File: config.mk
export PLATFORM = sky130hd
export DESIGN_NAME = instr_field_decoder
export DESIGN_NICKNAME = d
export VERILOG_FILES = /design/src/rtl/ifd_pkg.sv /design/src/rtl/ifd_ext.sv /design/src/rtl/ifd_ctrl.sv /design/src/rtl/ifd_imm.sv /design/src/rtl/instr_field_decoder.sv
export SDC_FILE = /design/constraint.sdc
export NUM_CORES = 1
export LEC_CHECK = 0
export ABC_AREA = 1
export CORE_UTILIZATION = 35
export DETAILED_ROUTE_END_ITERATION = 16
export GPL_TIMING_DRIVEN = 1
export SYNTH_ARGS = -nofsm -noshare
export SYNTH_HDL_FRONTEND = slang
export SYNTH_HIERARCHICAL = 1
export SYNTH_SLANG_ARGS = --single-unit
export TNS_END_PERCENT = 100
File: constraint.sdc
create_clock -name vclk -period 2.1
set_input_delay 0.42 -clock vclk [all_inputs]
set_output_delay 0.42 -clock vclk [all_outputs]
set_load 0.01 [all_outputs]
File: src/rtl/ifd_pkg.sv
package ifd_pkg;

   localparam int OPC_W = 4;

   typedef enum logic [OPC_W-1:0] {
      OPC_BRANCH = 4'd0,
      OPC_ADD    = 4'd1,
      OPC_LOAD   = 4'd2,
      OPC_STORE  = 4'd3,
      OPC_CALL   = 4'd4,
      OPC_AND    = 4'd5,
      OPC_LOADB  = 4'd6,
      OPC_STOREB = 4'd7,
      OPC_IRET   = 4'd8,
      OPC_NOT    = 4'd9,
      OPC_LOADI  = 4'd10,
      OPC_STOREI = 4'd11,
      OPC_JUMP   = 4'd12,
      OPC_RSVD   = 4'd13,
      OPC_ADDR   = 4'd14,
      OPC_TRAP   = 4'd15
   } opc_e;

   typedef enum logic [2:0] {
      IMM_NONE,
      IMM_S5,
      IMM_S6,
      IMM_S9,
      IMM_S11,
      IMM_Z8
   } imm_sel_e;

   typedef struct packed {
      logic     use_imm;
      logic     cc_write;
      logic     mem_read;
      logic     mem_write;
      logic     mem_indirect;
      logic     link_write;
      logic     is_trap;
      logic     is_reserved;
      logic     is_ignored;
      imm_sel_e imm_sel;
   } ctrl_t;

endpackage

File: src/rtl/ifd_ext.sv
module ifd_ext #(
   parameter int IN_W    = 9,
   parameter int OUT_W   = 16,
   parameter bit SIGNED  = 1'b1
) (
   input  logic [IN_W-1:0]  field,
   output logic [OUT_W-1:0] ext
);
   localparam int PAD_W = OUT_W - IN_W;

   if (IN_W < 1 || IN_W >= OUT_W) begin : g_bad_width
      $error("ifd_ext: IN_W must lie between 1 and OUT_W-1");
   end

   if (SIGNED) begin : g_signed
      assign ext = {{PAD_W{field[IN_W-1]}}, field};
   end else begin : g_zero
      assign ext = {{PAD_W{1'b0}}, field};
   end
endmodule

File: src/rtl/ifd_ctrl.sv
module ifd_ctrl
   import ifd_pkg::*;
(
   input  logic [OPC_W-1:0] opc,
   input  logic             imm_mode_bit,
   input  logic             call_rel_bit,
   output ctrl_t            ctrl
);
   always_comb begin
      ctrl = '0;
      ctrl.imm_sel = IMM_NONE;
      unique case (opc_e'(opc))
         OPC_BRANCH: ctrl.imm_sel = IMM_S9;
         OPC_ADD, OPC_AND: begin
            ctrl.cc_write = 1'b1;
            ctrl.use_imm  = imm_mode_bit;
            ctrl.imm_sel  = imm_mode_bit ? IMM_S5 : IMM_NONE;
         end
         OPC_LOAD: begin
            ctrl.cc_write = 1'b1;
            ctrl.mem_read = 1'b1;
            ctrl.imm_sel  = IMM_S9;
         end
         OPC_STORE: begin
            ctrl.mem_write = 1'b1;
            ctrl.imm_sel   = IMM_S9;
         end
         OPC_CALL: begin
            ctrl.link_write = 1'b1;
            ctrl.use_imm    = call_rel_bit;
            ctrl.imm_sel    = call_rel_bit ? IMM_S11 : IMM_NONE;
         end
         OPC_LOADB: begin
            ctrl.cc_write = 1'b1;
            ctrl.mem_read = 1'b1;
            ctrl.imm_sel  = IMM_S6;
         end
         OPC_STOREB: begin
            ctrl.mem_write = 1'b1;
            ctrl.imm_sel   = IMM_S6;
         end
         OPC_IRET:  ctrl.is_ignored = 1'b1;
         OPC_NOT:   ctrl.cc_write   = 1'b1;
         OPC_LOADI: begin
            ctrl.cc_write     = 1'b1;
            ctrl.mem_read     = 1'b1;
            ctrl.mem_indirect = 1'b1;
            ctrl.imm_sel      = IMM_S9;
         end
         OPC_STOREI: begin
            ctrl.mem_write    = 1'b1;
            ctrl.mem_indirect = 1'b1;
            ctrl.imm_sel      = IMM_S9;
         end
         OPC_JUMP:  ctrl.imm_sel     = IMM_NONE;
         OPC_RSVD:  ctrl.is_reserved = 1'b1;
         OPC_ADDR: begin
            ctrl.cc_write = 1'b1;
            ctrl.imm_sel  = IMM_S9;
         end
         OPC_TRAP: begin
            ctrl.link_write = 1'b1;
            ctrl.is_trap    = 1'b1;
            ctrl.imm_sel    = IMM_Z8;
         end
         default: ctrl = '0;
      endcase
   end
endmodule

File: src/rtl/ifd_imm.sv
module ifd_imm
   import ifd_pkg::*;
#(
   parameter int WORD_W  = 16,
   parameter int S5_W    = 5,
   parameter int S6_W    = 6,
   parameter int S9_W    = 9,
   parameter int S11_W   = 11,
   parameter int Z8_W    = 8
) (
   input  logic [S11_W-1:0]  payload,
   input  imm_sel_e          sel,
   output logic [WORD_W-1:0] imm
);
   logic [WORD_W-1:0] ext_s5, ext_s6, ext_s9, ext_s11, ext_z8;

   ifd_ext #(.IN_W(S5_W),  .OUT_W(WORD_W), .SIGNED(1'b1)) u_s5
      (.field(payload[S5_W-1:0]),  .ext(ext_s5));
   ifd_ext #(.IN_W(S6_W),  .OUT_W(WORD_W), .SIGNED(1'b1)) u_s6
      (.field(payload[S6_W-1:0]),  .ext(ext_s6));
   ifd_ext #(.IN_W(S9_W),  .OUT_W(WORD_W), .SIGNED(1'b1)) u_s9
      (.field(payload[S9_W-1:0]),  .ext(ext_s9));
   ifd_ext #(.IN_W(S11_W), .OUT_W(WORD_W), .SIGNED(1'b1)) u_s11
      (.field(payload[S11_W-1:0]), .ext(ext_s11));
   ifd_ext #(.IN_W(Z8_W),  .OUT_W(WORD_W), .SIGNED(1'b0)) u_z8
      (.field(payload[Z8_W-1:0]),  .ext(ext_z8));

   always_comb begin
      unique case (sel)
         IMM_S5:  imm = ext_s5;
         IMM_S6:  imm = ext_s6;
         IMM_S9:  imm = ext_s9;
         IMM_S11: imm = ext_s11;
         IMM_Z8:  imm = ext_z8;
         default: imm = '0;
      endcase
   end
endmodule

File: src/rtl/instr_field_decoder.sv
module instr_field_decoder
   import ifd_pkg::*;
#(
   parameter int WORD_W = 16,
   parameter int REG_W  = 3
) (
   input  logic [WORD_W-1:0] instr,
   output logic [OPC_W-1:0]  opcode,
   output logic [REG_W-1:0]  cond_mask,
   output logic [REG_W-1:0]  dst_idx,
   output logic [REG_W-1:0]  src1_idx,
   output logic [REG_W-1:0]  src2_idx,
   output logic [WORD_W-1:0] imm_value,
   output logic              use_imm,
   output logic              cc_write,
   output logic              mem_read,
   output logic              mem_write,
   output logic              mem_indirect,
   output logic              link_write,
   output logic              is_trap,
   output logic              is_reserved,
   output logic              is_ignored
);
   localparam int OPC_LSB   = WORD_W - OPC_W;
   localparam int DST_LSB   = OPC_LSB - REG_W;
   localparam int SRC1_LSB  = DST_LSB - REG_W;
   localparam int MODE_BIT  = 5;
   localparam int CALL_BIT  = DST_LSB + REG_W - 1;
   localparam int PAYLOAD_W = CALL_BIT;

   if (WORD_W != 16 || REG_W != 3) begin : g_bad_geometry
      $error("instr_field_decoder: field layout needs a 16-bit word and 3-bit register fields");
   end

   ctrl_t ctrl;

   assign opcode    = instr[WORD_W-1:OPC_LSB];
   assign cond_mask = instr[OPC_LSB-1:DST_LSB];
   assign dst_idx   = instr[OPC_LSB-1:DST_LSB];
   assign src1_idx  = instr[DST_LSB-1:SRC1_LSB];
   assign src2_idx  = instr[REG_W-1:0];

   ifd_ctrl u_ctrl (
      .opc          (opcode),
      .imm_mode_bit (instr[MODE_BIT]),
      .call_rel_bit (instr[CALL_BIT]),
      .ctrl         (ctrl)
   );

   ifd_imm #(.WORD_W(WORD_W), .S11_W(PAYLOAD_W)) u_imm (
      .payload (instr[PAYLOAD_W-1:0]),
      .sel     (ctrl.imm_sel),
      .imm     (imm_value)
   );

   assign use_imm      = ctrl.use_imm;
   assign cc_write     = ctrl.cc_write;
   assign mem_read     = ctrl.mem_read;
   assign mem_write    = ctrl.mem_write;
   assign mem_indirect = ctrl.mem_indirect;
   assign link_write   = ctrl.link_write;
   assign is_trap      = ctrl.is_trap;
   assign is_reserved  = ctrl.is_reserved;
   assign is_ignored   = ctrl.is_ignored;
endmodule

* After elaboration in Yosys (flattened, before gate mapping)
Index checks and enable logic that the tools add are counted.
** Word-level totals
- Bits in registers :: 0
- Latch bits :: 0
- RAM bits :: 0
- ROM bits :: 0
- Input bits :: 16
- Logic and storage cells :: 41
- Memories kept :: 0
** Operators by class
- Add/sub/neg operators :: 0
- Multipliers :: 0
- Div/mod/pow operators :: 0
- Order comparisons :: 0
- Equal/unequal tests :: 19
- Shifts and indexed selects :: 0
- Muxes and demuxes :: 13
- Bitwise logic cells :: 0
- Reduce and logical (&&, ||, !) cells :: 9
** Operator list (count)
- $pmux 16 s5 :: 1
- $eq 4x4->1 const B :: 7
- $eq 4x3->1 const B :: 4
- $pmux 3 s5 :: 1
- $mux 1 :: 9
- $eq 4x2->1 const B :: 2
- $reduce_or 2->1 :: 4
- $reduce_or 7->1 :: 1
- $eq 3x2->1 const B :: 2
- $eq 3x3->1 const B :: 2
- $reduce_or 3->1 :: 2
- $reduce_or 6->1 :: 1
- $eq 4x1->1 const B :: 1
- $logic_not 4->1 :: 1
- $eq 3x1->1 const B :: 1
- $mux 3 :: 1
- $pmux 1 s2 :: 1

* Depth between registers and ports, before layout
- Depth after elaboration :: 5
- Depth in mapped cells :: 11
- Gate-level depth less buffers :: 10

* Hierarchy
The synthesis kept the hierarchy.
** By module, submodules not included
- ifd_imm :: times used 1, cells each 194, area an instance 840.8 µm²
- ifd_ext at u_imm.u_s11 ... :: times used 4, cells each 16, area an instance 120.1 µm²
- ifd_ctrl :: times used 1, cells each 35, area an instance 151.4 µm²
- ifd_ext at u_imm.u_z8 :: times used 1, cells each 17, area an instance 123.9 µm²
- instr_field_decoder :: times used 1, cells each 16, area an instance 120.1 µm²

* Least setup slack after synthesis
OpenSTA, ideal clock, no wires.
- Path kind :: in2out
- Start :: input port instr[14]
- End :: output port imm_value[1]
- Arrival :: 1.472 ns
- Data required time :: 1.680 ns
- Setup slack :: 0.208 ns
- Stages on the path :: 10
- Path buffers :: 2
- Path through :: inv_1 nor2_2 nand3_1 nand2_1 buf_2 clkbuf_1 nand3_1 nand2_1 clkinv_1 nand3_1
** RTL lines
- from (decl) :: RTL line instr_field_decoder.sv:7 : input logic [WORD_W-1:0] instr,
- to (decl) :: RTL line instr_field_decoder.sv:13 : output logic [WORD_W-1:0] imm_value,

==> flow_results.org <==
** Pwr
- Design internal power :: 0.0002603 W
- In this run the static leakage power is 1.200 nW.
- Post-layout total power :: 0.0005322 W
- The worst-case IR drop observed on VDD is 0.1025 mV.
- Share of power burned in the clock network :: 0
- Of the total power, combinational logic draws 1.000.
- Share of power burned in registers :: 0
- For this design the total switching power over the nets is 0.0002719 W.
- In this run the power density over the cells is 243.5 nW/µm².
- Of the total power, the share spent switching nets is 0.5109.

** Synth
- Number of warning messages in the yosys log :: 6
- Library cell with the largest summed area after synthesis :: buf_4
- Proportion of netlist area held by the largest area contributor :: 0.4286
- The synthesized netlist contains 19 unique library cells.
- Mean Syn Cell Area :: 5.266 µm²
- Post-synthesis cell area :: 1717 µm²
- Sequential element share of the synthesized area :: 0
- By area the synthesized netlist is led by buf_4, nor2_1, inv_1.
- Number of standard cells after synthesis :: 326

** Critical path
- Critical path's most frequent cell :: buf_6
- Largest incremental delay on the critical path :: 0.14 ns
- Required time of the worst setup path :: 1.68 ns
- Crit path DAT :: 1.66 ns
- Grouping stages by cell kind, the critical path spends the most delay in simple AND/OR/NAND/NOR gates.
- Together, buffers and inverters on the worst path number 5.
- STA classifies the critical path endpoint as an output port.
- Max FO, Critical Path :: 5
- STA classifies the critical path startpoint as an input pin.
- Start point of the critical path :: instr[13]
- List of cells traversed by the critical path :: buf_6 -> buf_4 -> nor2_4 -> nand3_2 -> nand2_4 -> inv_6 -> nand3_4 -> buf_6 -> nor2_2 -> nor2_2 -> nand3_2 -> buf_6
- The critical path is of the input pin to output port type.
- Standard cell with the maximum stage delay on the critical path :: buf_4

** Timing
- Unrepaired setup endpoints after global routing :: yes
- Final count of hold timing violations :: 0
- The tightest hold path in the finished design has a slack of 1.305 ns.
- Setup violations remaining at the end of the flow were counted as 0.
- In the finished design, the share of the clock period the worst path needs comes to 0.9895.
- The worst path needs 2.078 ns of the cycle, external delays included.
- After layout, the worst setup slack is 0.02206 ns.
- The max-slew violation total from the final report is 0.
- Timing would allow up to 481.2 MHz.

** Floorplan
- The die is 72.04 µm tall.
- Area of the placeable core :: 4723 µm²
- In this run the count of I/O pins placed on the die edge is 57.
- Effective utilization at floorplan :: 0.3634
- Row generation in the floorplan step produced 25 rows.
- The floorplan step set the die width to 72.04 µm.
- Die Outline Area :: 5189 µm²

** Placed design
- Port buffering added 57 buffers.
- Gp weighted congestion :: 0.7784
- The wire-length estimate of the detail-placed layout is 2749 µm.
- Cell area after placement :: 1923 µm²
- At the placement stage, the worst setup path has a slack of -0.9838 ns.

** Finish
- The top cell types in the final layout, fill and taps aside, are inv_1, nor2_1, nand2_1.
- Synth-to-Final Area Change :: 27.33%
- Clock Buffer Count :: 0
- Total Nets Final :: 344
- Fraction of final layout cells sized beyond drive strength 1 :: 0.3344
- Number of sequential cells :: 0
- The finished cells cover 2186 µm².
- The repair_antennas step left the layout with diodes totalling 0.
- Most common library cell in the layout ignoring fill and taps :: inv_1
- Summing all flip-flop and latch instances after layout gives 0 µm².

** Route
- Using the TritonRoute via totals, the vias-per-cell ratio works out to 4.188.
- For this run, the detailed router's first-pass iteration total came to 4.
- Wire length on met2 :: 2035 µm
- Drt total wl :: 3893 µm
- For this block, wires on met1 add up to 1733 µm.
- After detailed routing, the met3 layer carries 124 µm of wire.
- In this run the remaining antenna-violating nets after routing total 0.
- The detailed router finished its first iteration with 68 violations.
- Uppermost layer routed :: met3
- Routed wire per std cell :: 9.906 µm
- Total number of vias :: 1,646
- After detailed routing, the number of remaining DRC violations is 0.

** GRT
- The first global-routing pass estimated 6458 µm of wire.
- Pin count of the biggest net entering global routing :: 17
- Global route total overflow :: 0
- Initial antenna violation count :: 0
- For this run, the total global-route usage over all layers was measured as 0.1476.
- The via count of the first global-routing pass was 1,478.

** Min path
- Destination of the worst hold path :: imm_value[1]
- The tightest min-delay check is of the input pin to output port type.
- Hold Crit Start :: instr[1]
- Hold-critical path depth :: 4

** Status
- The run finished with clean final reports.

** Run
- Max-cap violations in this run came to 0.
==> area by class of cell <==
type / count / area, µm²
fillers: 499 / 2537
inverters: 59 / 241.5
multi-input cells: 168 / 917.1
well taps: 67 / 83.83
repair buffers: 99 / 943.4
==> layer usage <==
metal / global-route usage / vias up
met1: 0.1938 / 729
met4: 0 / 0
met3: 0.002778 / 0
met5: 0 / -
li1: - / 887
met2: 0.2851 / 30
==> repair_timing <==
item / CTS / global route
endpoints found under the hold margin: 0 / 0
buffers inserted: 4 / 2
hold buffers: 0 / 0
pin swaps: 17 / 21
gates resized for setup: 132 / 43
setup endpoints to repair: 27 / 17
gates cloned: 1 / 0
==> how the worst max path moves through the flow <==
stage                               end  cells past startpoint  slack [ns]
after detailed placement  imm_value[14]                     13       -0.98
after global placement    imm_value[14]                     12       -0.95
after CTS                 imm_value[14]                     11       0.003
after floorplan            imm_value[1]                     10        0.21
after global routing       imm_value[9]                     12       -0.07
final                     imm_value[14]                     12        0.02
==> cells by family after synthesis <==
family | synth area share
buffers and inverters | 0.5802
AND/OR/NAND/NOR | 0.4089
AO/OA/AOI/OAI | 0.008738
other | 0.002184
==> power by group through the flow <==
stage,clock network (W),logic (W),registers (W)
3_3_place_gp,0,0.000479,0
3_5_place_dp,0,0.000481,0
2_1_floorplan,0,0.000325,0
6_report,0,0.000532,0
5_1_grt,0,0.000582,0
4_1_cts,0,0.000492,0
==> tightest hold or removal path: stages <==
cell            delay (ns)
dlymetal6s2s_1        0.20
nand2_1               0.08
nand3_1               0.07
buf_2                 0.12
==> synthesized netlist by cell type <==
library cell / number
clkbuf_1: 1
o21ai_0: 1
nand3_1: 33
buf_4: 98
nor2_2: 2
nand4_1: 17
a21oi_1: 1
nand2_2: 1
clkinv_1: 5
buf_2: 7
inv_1: 50
nand3_2: 2
nor3_1: 1
o21ai_1: 1
inv_2: 4
nand2_1: 47
conb_1: 1
nor2_1: 53
nor2_4: 1
==> per-stage QoR <==
| stage | cells | utilization | TNS [ns] |
|---|---|---|---|
| global placement | 386 | 0.4072 | -16.95 |
| CTS | 391 | 0.4276 | 0 |
| finish | 393 | 0.4628 | 0 |
| global route | 393 | 0.4628 | -0.8360 |
| detailed placement | 386 | 0.4072 | -17.43 |
| floorplan | 333 | - | 0 |
Power figures use the tool's default switching activity.
